**src/rtl/curmux_pkg.sv**
```systemverilog
package curmux_pkg;

    typedef enum logic [1:0] {
        CODE_SHOW  = 2'd0,
        CODE_CUR_A = 2'd1,
        CODE_CUR_B = 2'd2,
        CODE_CUR_C = 2'd3
    } cur_code_e;

    localparam logic [2:0] DEPTH_CODE_8BPP = 3'd3;

endpackage

```
**src/rtl/cursor_hit.sv**
```systemverilog
module cursor_hit #(
    parameter int COORD_W      = 12,
    parameter int CUR_DIM      = 64,
    parameter int PIX_PER_WORD = 8
) (
    input  logic [COORD_W-1:0]                                     pix_x,
    input  logic [COORD_W-1:0]                                     pix_y,
    input  logic [COORD_W-1:0]                                     cur_x,
    input  logic [COORD_W-1:0]                                     cur_y,
    input  logic                                                   disable_i,
    output logic                                                   hit_o,
    output logic [2*$clog2(CUR_DIM)-$clog2(PIX_PER_WORD)-1:0]      word_o,
    output logic [$clog2(PIX_PER_WORD)-1:0]                        slot_o
);
    localparam int EXT_W   = COORD_W + 1;
    localparam int CUR_LOG = $clog2(CUR_DIM);
    localparam int SLOT_W  = $clog2(PIX_PER_WORD);

    logic [EXT_W-1:0] dx, dy;
    logic             in_x, in_y;

    // widened subtraction: a negative offset sets the top bit, never wraps
    always_comb begin
        dx     = {1'b0, pix_x} - {1'b0, cur_x};
        dy     = {1'b0, pix_y} - {1'b0, cur_y};
        in_x   = (dx < EXT_W'(CUR_DIM));
        in_y   = (dy < EXT_W'(CUR_DIM));
        hit_o  = !disable_i && in_x && in_y;
        word_o = {dy[CUR_LOG-1:0], dx[CUR_LOG-1:SLOT_W]};
        slot_o = dx[SLOT_W-1:0];
    end


    always_comb begin
        if (hit_o) begin
            hit_lower_chk: assert (pix_x >= cur_x && pix_y >= cur_y);
        end
    end

endmodule

```
**src/rtl/color_pick.sv**
```systemverilog
module color_pick
    import curmux_pkg::*;
#(
    parameter int CHAN_W       = 8,
    parameter int PIX_PER_WORD = 8
) (
    input  logic                              hit_i,
    input  logic [$clog2(PIX_PER_WORD)-1:0]   slot_i,
    input  logic [2*PIX_PER_WORD-1:0]         pat_word_i,
    input  logic [3*CHAN_W-1:0]               pal_rgb_i,
    input  logic [3*CHAN_W-1:0]               cur_a_i,
    input  logic [3*CHAN_W-1:0]               cur_b_i,
    input  logic [3*CHAN_W-1:0]               cur_c_i,
    input  logic                              blank_i,
    input  logic                              depth_bad_i,
    output logic [3*CHAN_W-1:0]               rgb_o
);
    localparam int RGB_W = 3 * CHAN_W;

    cur_code_e  code;
    logic [1:0] code_raw;

    always_comb begin
        code_raw = pat_word_i[{slot_i, 1'b0} +: 2];
        code     = cur_code_e'(code_raw);
        if (blank_i || depth_bad_i) begin
            rgb_o = '0;
        end else if (hit_i) begin
            case (code)
                CODE_CUR_A: rgb_o = cur_a_i;
                CODE_CUR_B: rgb_o = cur_b_i;
                CODE_CUR_C: rgb_o = cur_c_i;
                default:    rgb_o = pal_rgb_i;
            endcase
        end else begin
            rgb_o = pal_rgb_i;
        end
    end


    always_comb begin
        if (blank_i) begin
            blank_zero_chk: assert (rgb_o == RGB_W'(0));
        end
    end

endmodule

```
**src/rtl/curs_overlay_mux.sv**
```systemverilog
module curs_overlay_mux
    import curmux_pkg::*;
#(
    parameter int COORD_W      = 12,
    parameter int IDX_W        = 8,
    parameter int CHAN_W       = 8,
    parameter int CUR_DIM      = 64,
    parameter int PIX_PER_WORD = 8
) (
    input  logic                                                 clk,
    input  logic                                                 rst_n,
    input  logic                                                 in_valid,
    input  logic [COORD_W-1:0]                                   in_x,
    input  logic [COORD_W-1:0]                                   in_y,
    input  logic [IDX_W-1:0]                                     in_index,
    input  logic [2*COORD_W-1:0]                                 cfg_cursor_pos,
    input  logic                                                 cfg_cursor_off,
    input  logic                                                 cfg_blank,
    input  logic [2:0]                                           cfg_depth,
    input  logic [3*CHAN_W-1:0]                                  cur_color_a,
    input  logic [3*CHAN_W-1:0]                                  cur_color_b,
    input  logic [3*CHAN_W-1:0]                                  cur_color_c,
    output logic [IDX_W-1:0]                                     pal_raddr,
    input  logic [3*CHAN_W-1:0]                                  pal_rdata,
    output logic [2*$clog2(CUR_DIM)-$clog2(PIX_PER_WORD)-1:0]    pat_raddr,
    input  logic [2*PIX_PER_WORD-1:0]                            pat_rdata,
    output logic                                                 out_valid,
    output logic [COORD_W-1:0]                                   out_x,
    output logic [COORD_W-1:0]                                   out_y,
    output logic [3*CHAN_W-1:0]                                  out_rgb,
    output logic                                                 out_depth_err
);
    localparam int RGB_W  = 3 * CHAN_W;
    localparam int SLOT_W = $clog2(PIX_PER_WORD);

    typedef struct packed {
        logic               valid;
        logic [COORD_W-1:0] x;
        logic [COORD_W-1:0] y;
        logic               hit;
        logic [SLOT_W-1:0]  slot;
        logic               blank;
        logic               depth_bad;
    } lookup_t;

    typedef struct packed {
        logic               valid;
        logic [COORD_W-1:0] x;
        logic [COORD_W-1:0] y;
        logic [RGB_W-1:0]   rgb;
        logic               depth_err;
    } emit_t;

    typedef struct packed {
        lookup_t lk;
        emit_t   em;
    } pipe_t;

    pipe_t             st_d, st_q;
    logic              hit_c;
    logic [SLOT_W-1:0] slot_c;
    logic [RGB_W-1:0]  rgb_c;

    cursor_hit #(
        .COORD_W      (COORD_W),
        .CUR_DIM      (CUR_DIM),
        .PIX_PER_WORD (PIX_PER_WORD)
    ) u_hit (
        .pix_x     (in_x),
        .pix_y     (in_y),
        .cur_x     (cfg_cursor_pos[2*COORD_W-1:COORD_W]),
        .cur_y     (cfg_cursor_pos[COORD_W-1:0]),
        .disable_i (cfg_cursor_off),
        .hit_o     (hit_c),
        .word_o    (pat_raddr),
        .slot_o    (slot_c)
    );

    color_pick #(
        .CHAN_W       (CHAN_W),
        .PIX_PER_WORD (PIX_PER_WORD)
    ) u_pick (
        .hit_i       (st_q.lk.hit),
        .slot_i      (st_q.lk.slot),
        .pat_word_i  (pat_rdata),
        .pal_rgb_i   (pal_rdata),
        .cur_a_i     (cur_color_a),
        .cur_b_i     (cur_color_b),
        .cur_c_i     (cur_color_c),
        .blank_i     (st_q.lk.blank),
        .depth_bad_i (st_q.lk.depth_bad),
        .rgb_o       (rgb_c)
    );

    assign pal_raddr = in_index;

    always_comb begin
        st_d = st_q;
        // stage 1: memory reads are in flight, keep the pixel context
        st_d.lk.valid     = in_valid;
        st_d.lk.x         = in_x;
        st_d.lk.y         = in_y;
        st_d.lk.hit       = hit_c;
        st_d.lk.slot      = slot_c;
        st_d.lk.blank     = cfg_blank;
        st_d.lk.depth_bad = (cfg_depth != DEPTH_CODE_8BPP);
        // stage 2: memory data has arrived, choose the colour
        st_d.em.valid     = st_q.lk.valid;
        st_d.em.x         = st_q.lk.x;
        st_d.em.y         = st_q.lk.y;
        st_d.em.rgb       = st_q.lk.valid ? rgb_c : '0;
        st_d.em.depth_err = st_q.lk.depth_bad;
    end

    always_ff @(posedge clk or negedge rst_n) begin
        if (!rst_n) begin
            st_q <= '0;
        end else begin
            st_q <= st_d;
        end
    end

    assign out_valid     = st_q.em.valid;
    assign out_x         = st_q.em.x;
    assign out_y         = st_q.em.y;
    assign out_rgb       = st_q.em.rgb;
    assign out_depth_err = st_q.em.depth_err;


    lat_valid_chk: assert property (@(posedge clk) disable iff (!rst_n)
        out_valid |-> $past(in_valid, 2));


    lat_xy_chk: assert property (@(posedge clk) disable iff (!rst_n)
        out_valid |-> (out_x == $past(in_x, 2) && out_y == $past(in_y, 2)));


    blank_black_chk: assert property (@(posedge clk) disable iff (!rst_n)
        (out_valid && $past(cfg_blank, 2)) |-> (out_rgb == '0));


    depth_flag_chk: assert property (@(posedge clk) disable iff (!rst_n)
        out_valid |-> (out_depth_err == ($past(cfg_depth, 2) != DEPTH_CODE_8BPP)));


    err_black_chk: assert property (@(posedge clk) disable iff (!rst_n)
        out_depth_err |-> (out_rgb == '0));


    idle_zero_chk: assert property (@(posedge clk) disable iff (!rst_n)
        !out_valid |-> (out_rgb == '0));

endmodule

```
**config.mk**
```make
export PLATFORM = sky130hd
export DESIGN_NAME = curs_overlay_mux
export DESIGN_NICKNAME = d
export VERILOG_FILES = /design/src/rtl/curmux_pkg.sv /design/src/rtl/cursor_hit.sv /design/src/rtl/color_pick.sv /design/src/rtl/curs_overlay_mux.sv
export SDC_FILE = /design/constraint.sdc
export NUM_CORES = 1
export LEC_CHECK = 0
export ABC_AREA = 0
export BUFFER_PORTS_ARGS = -buffer_cell sky130_fd_sc_hd__buf_2
export CAP_MARGIN = 10
export CORE_MARGIN = 3
export CORE_UTILIZATION = 40
export CTS_BUF_LIST = sky130_fd_sc_hd__clkbuf_4
export CTS_CLUSTER_DIAMETER = 200
export CTS_CLUSTER_SIZE = 20
export DETAILED_ROUTE_END_ITERATION = 10
export PLACE_DENSITY = 0.75
export SETUP_SLACK_MARGIN = 0.2
export SLEW_MARGIN = 20
export SYNTH_ARGS = -nofsm -noshare
export SYNTH_HDL_FRONTEND = slang
export SYNTH_SLANG_ARGS = --single-unit
```
**constraint.sdc**
```tcl
create_clock -name clk -period 1.79 [get_ports clk]
set_input_delay 0.358 -clock clk [delete_from_list [all_inputs] [get_ports clk]]
set_output_delay 0.358 -clock clk [all_outputs]
set_load 0.01 [all_outputs]
```
==> results of run 1 <==
-- stage by stage --
step / instances / utilization [%]
after floorplan: 492 / -
after global placement: 865 / 56.4
after detailed placement: 865 / 56.4
after CTS: 906 / 63.6
after global routing: 923 / 67.2
final: 923 / 67.2
-- routing by layer --
| layer | up-vias | routed length, um | track usage [%] |
|---|---|---|---|
| met2 | 222 | 8640 | 43.5 |
| met1 | 2258 | 5610 | 24.3 |
| li1 | 2207 | - | - |
| met3 | 58 | 1250 | 3.12 |
| met4 | 0 | 710 | 11.7 |
| met5 | - | 0 | 0 |
-- critical path, stage by stage --
cell	delay (ns)
buf_6	0.10
inv_4	0.05
ha_4	0.19
nor2b_4	0.12
o21a_1	0.17
o21a_1	0.20
o21ai_2	0.17
nor2b_4	0.18
xnor2_1	0.12
buf_2	0.15
-- worst max path at each step --
stage,from,end,slack [ns]
after global placement,in_x[0],st_q[55],-0.49
after detailed placement,in_y[0],st_q[55],-0.57
final,cfg_cursor_pos[13],pat_raddr[2],-0.38
after CTS,cfg_cursor_pos[13],pat_raddr[2],-0.39
after floorplan,in_x[0],st_q[55],-0.21
after global routing,cfg_cursor_pos[13],pat_raddr[2],-0.45
-- area by class of cell --
type	count	share of cell area (%)
Antenna cell	2	0.0669
Clock buffer	9	0.903
Clock inverter	6	0.569
Inverter	35	2.19
Multi-Input combinational cell	309	35.5
Sequential cell	81	27.1
Tap cell	140	2.34
Timing Repair Buffer	341	31.3
-- layout by cell type, fill, tap and decap left out, types with 5 or more instances in the layout --
master,count
nand3_2,15
dfrtp_1,80
buf_4,81
nor2b_4,6
nand2_1,47
clkbuf_4,9
nor2_2,13
ha_4,7
nand3_1,14
inv_1,28
nor2_1,23
nor3_1,5
nor3_2,21
a21oi_1,11
o21ai_1,14
buf_12,8
o21ai_0,8
ha_1,17
buf_6,27
a31oi_1,5
nor2_4,6
buf_2,216
nand2_4,10
o21ai_2,12
-- timing repair --
| item | in CTS | in global routing |
|---|---|---|
| cloned | 7 | 1 |
| setup endpoints to repair | 33 | 33 |
| pin swaps | 33 | 38 |
| setup buffers | 16 | 14 |
| hold buffers | 3 | 0 |
| endpoints found under the hold margin | 83 | 0 |
| gates resized for setup | 91 | 59 |
-- power breakdown --
part	switching, W	leakage (nW)	internal [W]
combinational	0.000970	2.65	0.00110
sequential	0.0000325	0.995	0.00190
clock	0.000641	0.0602	0.000283
total	0.00164	3.70	0.00329
-- registers in the layout, summed over array words and instances (netlist names) --
register       count
out_depth_err      1
out_rgb           24
out_valid          1
out_x             12
out_y             12
st_d              26
st_q               5
-- cells by family after synthesis --
family / count (synthesis)
mux: 9
simple gates: 176
compound gates: 88
fa+ha+maj: 26
buf+inv: 105
flops: 81
xor+xnor: 7
==> metrics.md, run 1 <==
| Metric | Value |
|---|---|
| Worst Max-Slew Pin Slew | ~0.46 ns |
| Hold endpoint | st_d[40] |
| DR DRC count | 0 |
| Nets | ~1000 |
| EDFF count, synth | 0 |
| Port Buffers | approximately 230 |
| Most frequent cells after synthesis | 81 x dfrtp_1, 61 x nand2_1, 56 x buf_4 |
| CP Max Fanout | 2 |
| Die area | about 13000 um^2 |
| Row cnt | 38 |
| Fin worst setup slack | -0.375 ns |
| Ys async rst share | 100% |
| CTS Sinks | between 80 and 90 |
| Routed Antenna Nets | 0 |
| Vias in the first global route | 4821 |
| Initial Util | between 40% and 50% |
| Xor and xnor fraction of the mapped netlist area | under 10% |
| Ys flop type | dfrtp_1 |
| Cell with the most instances after synthesis | dfrtp_1 |
| First-pass iteration count of the detailed router | 5 |
| Hold path depth | 1 |
| GRT Util Overall | a little under a quarter |
| Yosys cell types | 51 |
| Crit path kind | primary input to output pin |
| Slew Limit Fails | 0 |
| TNS Setup | -8.89 ns |
| Mux contribution to synthesized area | 3.53% |
| Post-place setup slack | -0.571 ns |
| Clock buffer depth | 2 |
| Period minus WS final | 2.17 ns |
| I/O pin count | approximately 240 |
| Synthesized-area fraction occupied by adder cells | between 7 and 8% |
| Worst hold start | in_x[3] |
| Initial detailed-routing violation count | roughly 310 |
| Arr. time, crit path | roughly 1.8 ns |
| Leakage power | about 3.7 nW |
| CTS root buffer | clkbuf_4 |
| Slew Limit Headroom | approximately 69% |
| Max Cap Violations | 0 |
| CTS tree | yes |
| Status | finished, violations left |
| Largest family of logic cells by synthesized area | simple AND/OR/NAND/NOR gates |
| Ys Warns | 0 |
| Ratio of cells with drive above 1 in the final layout | roughly 62% |
| Syn Nets | ~690 |
| Setup slack, reg-to-reg | -0.35 ns |
| Die Y | around 110 um |
| Post-route design area | 7480 um^2 |
| H-tree depth | 3 |
| WHS | around 0.038 ns |
| Compound-Gate Fraction of Synth Area | between 10% and 20% |
| # setup viols final | 32 |
| Crit path launch type | primary input |
| Vias | ~4700 |
| TritonCTS Buffers | 9 |
| RSZ-0062 raised after global routing | yes |
| Die extent in x | 114 um |
| Peak Freq | about 460 MHz |
| Failing checks | negative setup slack |
| Worst EP required | roughly 1.4 ns |
| #FFs+latches synth | between 80 and 90 |
| Hpwl dp | 11200 um |
| CP endpoint kind | output pin |
| Reg clk slew, reported paths | 0.14 ns |
| Final Hold Fails | 0 |
| Initial antenna violation count | 2 |
| Reg area | between 2000 and 2500 um^2 |
| Cells on worst reg2reg path | 8 |
| Routed WL | 16200 um |
| First-pass GRT wire length | around 23000 um |
| Cells after Synth | between 400 and 500 |
| Core ar. | approximately 11000 um^2 |
| Syn Area/Cell | around 9.5 um^2 |
| Simple-Gate Fraction of Synth Area | about a fifth |
| Synth top area share | 43.3% |
| Clock skew | about 0.025 ns |
| Hold Path Class | primary input to flop |
| Post-synthesis cell area | between 4000 and 5000 um^2 |
| Placed Area | 6280 um^2 |
| RD Place Congestion | slightly above 0.9 |
| Post-DR vias/cell | 5.14 |
| Drt wl/cell | 17.6 um |
| Crit Reg-Reg Startpoint | st_q[52] |
| Gr ovfl total | 0 |
| Multi-input logic area | 2660 um^2 |
| RR Endpoint | out_rgb[21] |
| Area Growth Syn to Fin | 59.9% |
| Total power | 0.00493 W |
| Final period util | 121% |
| Fill count | 839 |
| Power density over the cells | around 660 nW/um^2 |
| Post-synthesis sequential area ratio | a little over two fifths |
| Synth area leader | dfrtp_1 |
| Largest net degree at the start of global routing | between 80 and 90 |
| Area contributors post-synth | dfrtp_1 43%, buf_4 9.0%, ha_1 6.4%, nand2_1 4.9%, nor3_2 4.5% |
| Max IR drop VDD | 488 uV |
| Skew-Pair Late Insertion Delay | between 0.4 and 0.5 ns |
No activity file was read; power rests on OpenSTA's default activity.
==> run 2, diff against run 1 <==
- CORE_MARGIN: 3 -> not set
==> run 2 against run 1 <==
  * The flow still finishes with violations (negative setup slack)
  * Critical endpoint is now out_rgb[1]
  * Via count rose by 4.6%
  * Final area rose by 2.0%
  * Sequential cell count did not move
  * Utilization fell by 0.40 points
  * Largest cell class unchanged
  * Combinational power barely moved
  * Die area fell by 6.9%
  * Clock power rose by 27%
==> metrics.md, run 2 (synthesis gave the netlist of run 1 again) <==
| Metric | Value |
|---|---|
| RD Place Congestion | 0.897 |
| WL met1 | about 6000 um |
| Routed WL | ~17000 um |
| Setup crit end | out_rgb[1] |
| Largest register FFs | 26 |
| Worst Max-Slew Pin Slew | a little under 0.4 ns |
| Met2 routed WL | between 9000 and 10000 um |
| TritonCTS Buffers | 9 |
| Clock share of power | between 20% and 30% |
| RR Endpoint | out_rgb[1] |
| CP max stage cell | mux4_2 |
| Ratio of cells with drive above 1 in the final layout | around 64% |
| Flop pwr share | approximately 37% |
| Vias | slightly below 5000 |
| Leakage power | around 3.7 nW |
| Clock skew | approximately 0.014 ns |
| Fin worst setup slack | -0.554 ns |
| Period minus WS final | around 2.3 ns |
| Post-DR vias/cell | ~5.3 |
| Initial Util | roughly two fifths |
| H-tree depth | 3 |
| Core ar. | around 11000 um^2 |
| # setup viols final | 30 |
| Slew Limit Headroom | about 74% |
| Critical Path, Cell by Cell | mux4_2 > buf_6 > mux2i_4 > buf_6 > buf_6 > buf_16 > nand2_2 > nand3_2 > o21ai_2 > nor3_1 |
| Max Cap Violations | 0 |
| Status | finished, violations left |
| Highest routing layer actually used | met4 |
| Drt wl/cell | 18.4 um |
| Initial detailed-routing violation count | roughly 440 |
| Area Growth Syn to Fin | 63.1% |
| Crit Reg-Reg Startpoint | st_q[52] |
| Critical path origin | st_q[52] |
| Gr ovfl total | 0 |
| Row cnt | 39 |
| Slew Limit Fails | 0 |
| Skew-Pair Late Insertion Delay | 0.45 ns |
| Detail Route met3 WL | between 1000 and 1500 um |
| Final period util | 131% |
| Most used cell, CP | buf_6 |
| Largest net degree at the start of global routing | 40 |
| Hold Path Class | primary input to flop |
| CTS Sinks | 81 |
| Failing checks | negative setup slack |
| Switching power | approximately 0.0018 W |
| CTS tree | yes |
| CP Max Fanout | 6 |
| CTS root buffer | clkbuf_4 |
| CP endpoint kind | flop |
| First-pass GRT wire length | around 24000 um |
| Vias in the first global route | around 5000 |
| Cells on worst reg2reg path | 10 |
| Worst EP required | about 2.1 ns |
| RSZ-0062 raised after global routing | yes |
| Peak Freq | about 430 MHz |
| Port Buffers | between 200 and 250 |
| Placed Area | 6300 um^2 |
| Die Y | ~110 um |
| Power density over the cells | slightly below 700 nW/um^2 |
| Routed Antenna Nets | 0 |
| Die area | between 10000 and 15000 um^2 |
| Top delay family on crit path | multiplexers |
| Arr. time, crit path | 2.68 ns |
| Pint | around 0.0034 W |
| Slowest stage delay, CP | 0.56 ns |
| Most frequent cells in the layout | 216 x buf_2, 80 x buf_4, 80 x dfrtp_1 |
| Setup slack, reg-to-reg | -0.55 ns |
| Comb power frac | ~40% |
| Nets | ~990 |
| Switching Fraction | ~34% |
| Reg clk slew, reported paths | ~0.15 ns |
| Fill count | 824 |
| Die extent in x | approximately 110 um |
| Crit path kind | flop to flop |
| CP bufs+invs | 4 |
| Leading cell type in the layout, fill and taps excluded | buf_2 |
| Final Hold Fails | 0 |
| Hpwl dp | approximately 11000 um |
| Critical path depth in cells | 10 |
| Hold path depth | 1 |
| Clock buffer depth | 2 |
| Initial antenna violation count | 1 |
| I/O pin count | between 200 and 250 |
| Post-route design area | between 7000 and 8000 um^2 |
| GRT Util Overall | a little over a quarter |
| First-pass iteration count of the detailed router | 6 |
| DR DRC count | 0 |
| Max IR drop VDD | 489 uV |
| Crit path launch type | flop |
| Worst hold start | in_x[6] |
| WHS | between 0.04 and 0.05 ns |
-- run 2: how the worst min path moves through the flow --
stage                                to  slack (ns)
after global placement         st_d[25]        0.29
after CTS                      st_d[35]       0.005
after floorplan           out_depth_err        0.06
after global routing           st_d[43]      -0.002
final                          st_d[43]        0.05
after detailed placement       st_d[27]        0.29
-- run 2: power groups by stage --
stage          sequential (W)  clock (W)  combinational [W]
2_1_floorplan         0.00196          0           0.000786
3_3_place_gp          0.00197          0            0.00135
3_5_place_dp          0.00197          0            0.00137
4_1_cts               0.00194    0.00120            0.00189
5_1_grt               0.00195    0.00128            0.00224
6_report              0.00194    0.00117            0.00209
-- run 2: cell type report --
cell class	count	area [um^2]	area share, %
multi-input cells	313	2720	35.7
repair buffers	349	2380	31.2
flip-flops and latches	81	2030	26.6
well taps	143	179	2.35
inverters	35	166	2.18
clock inverters	7	81.3	1.07
clock buffers	9	67.6	0.886
diodes	1	2.50	0.0328
-- run 2: layer usage --
metal / track usage (%) / up-vias
met2: 50.1 / 289
met1: 28.3 / 2347
met3: 7.29 / 87
met5: 0 / -
li1: - / 2239
met4: 15.0 / 0
-- run 2: per-stage QoR --
step	power (W)	util, %	TNS [ns]	setup WS, ns	std cells
final	0.00520	66.8	-10.55	-0.554	938
after global routing	0.00547	66.8	-12.51	-0.561	938
after CTS	0.00503	64.6	-8.37	-0.401	927
after detailed placement	0.00335	55.2	-11.38	-0.579	870
after global placement	0.00332	55.2	-10.69	-0.482	870
after floorplan	0.00275	-	-1.54	-0.214	492
-- run 2: what timing repair did --
item                                   4_1_cts  5_1_grt
gates resized for setup                    125       44
setup endpoints to repair                   33       33
pin swaps                                   53       21
endpoints found under the hold margin       33        1
buffers inserted                            22        9
gates cloned                                10        0
hold buffers                                 9        1
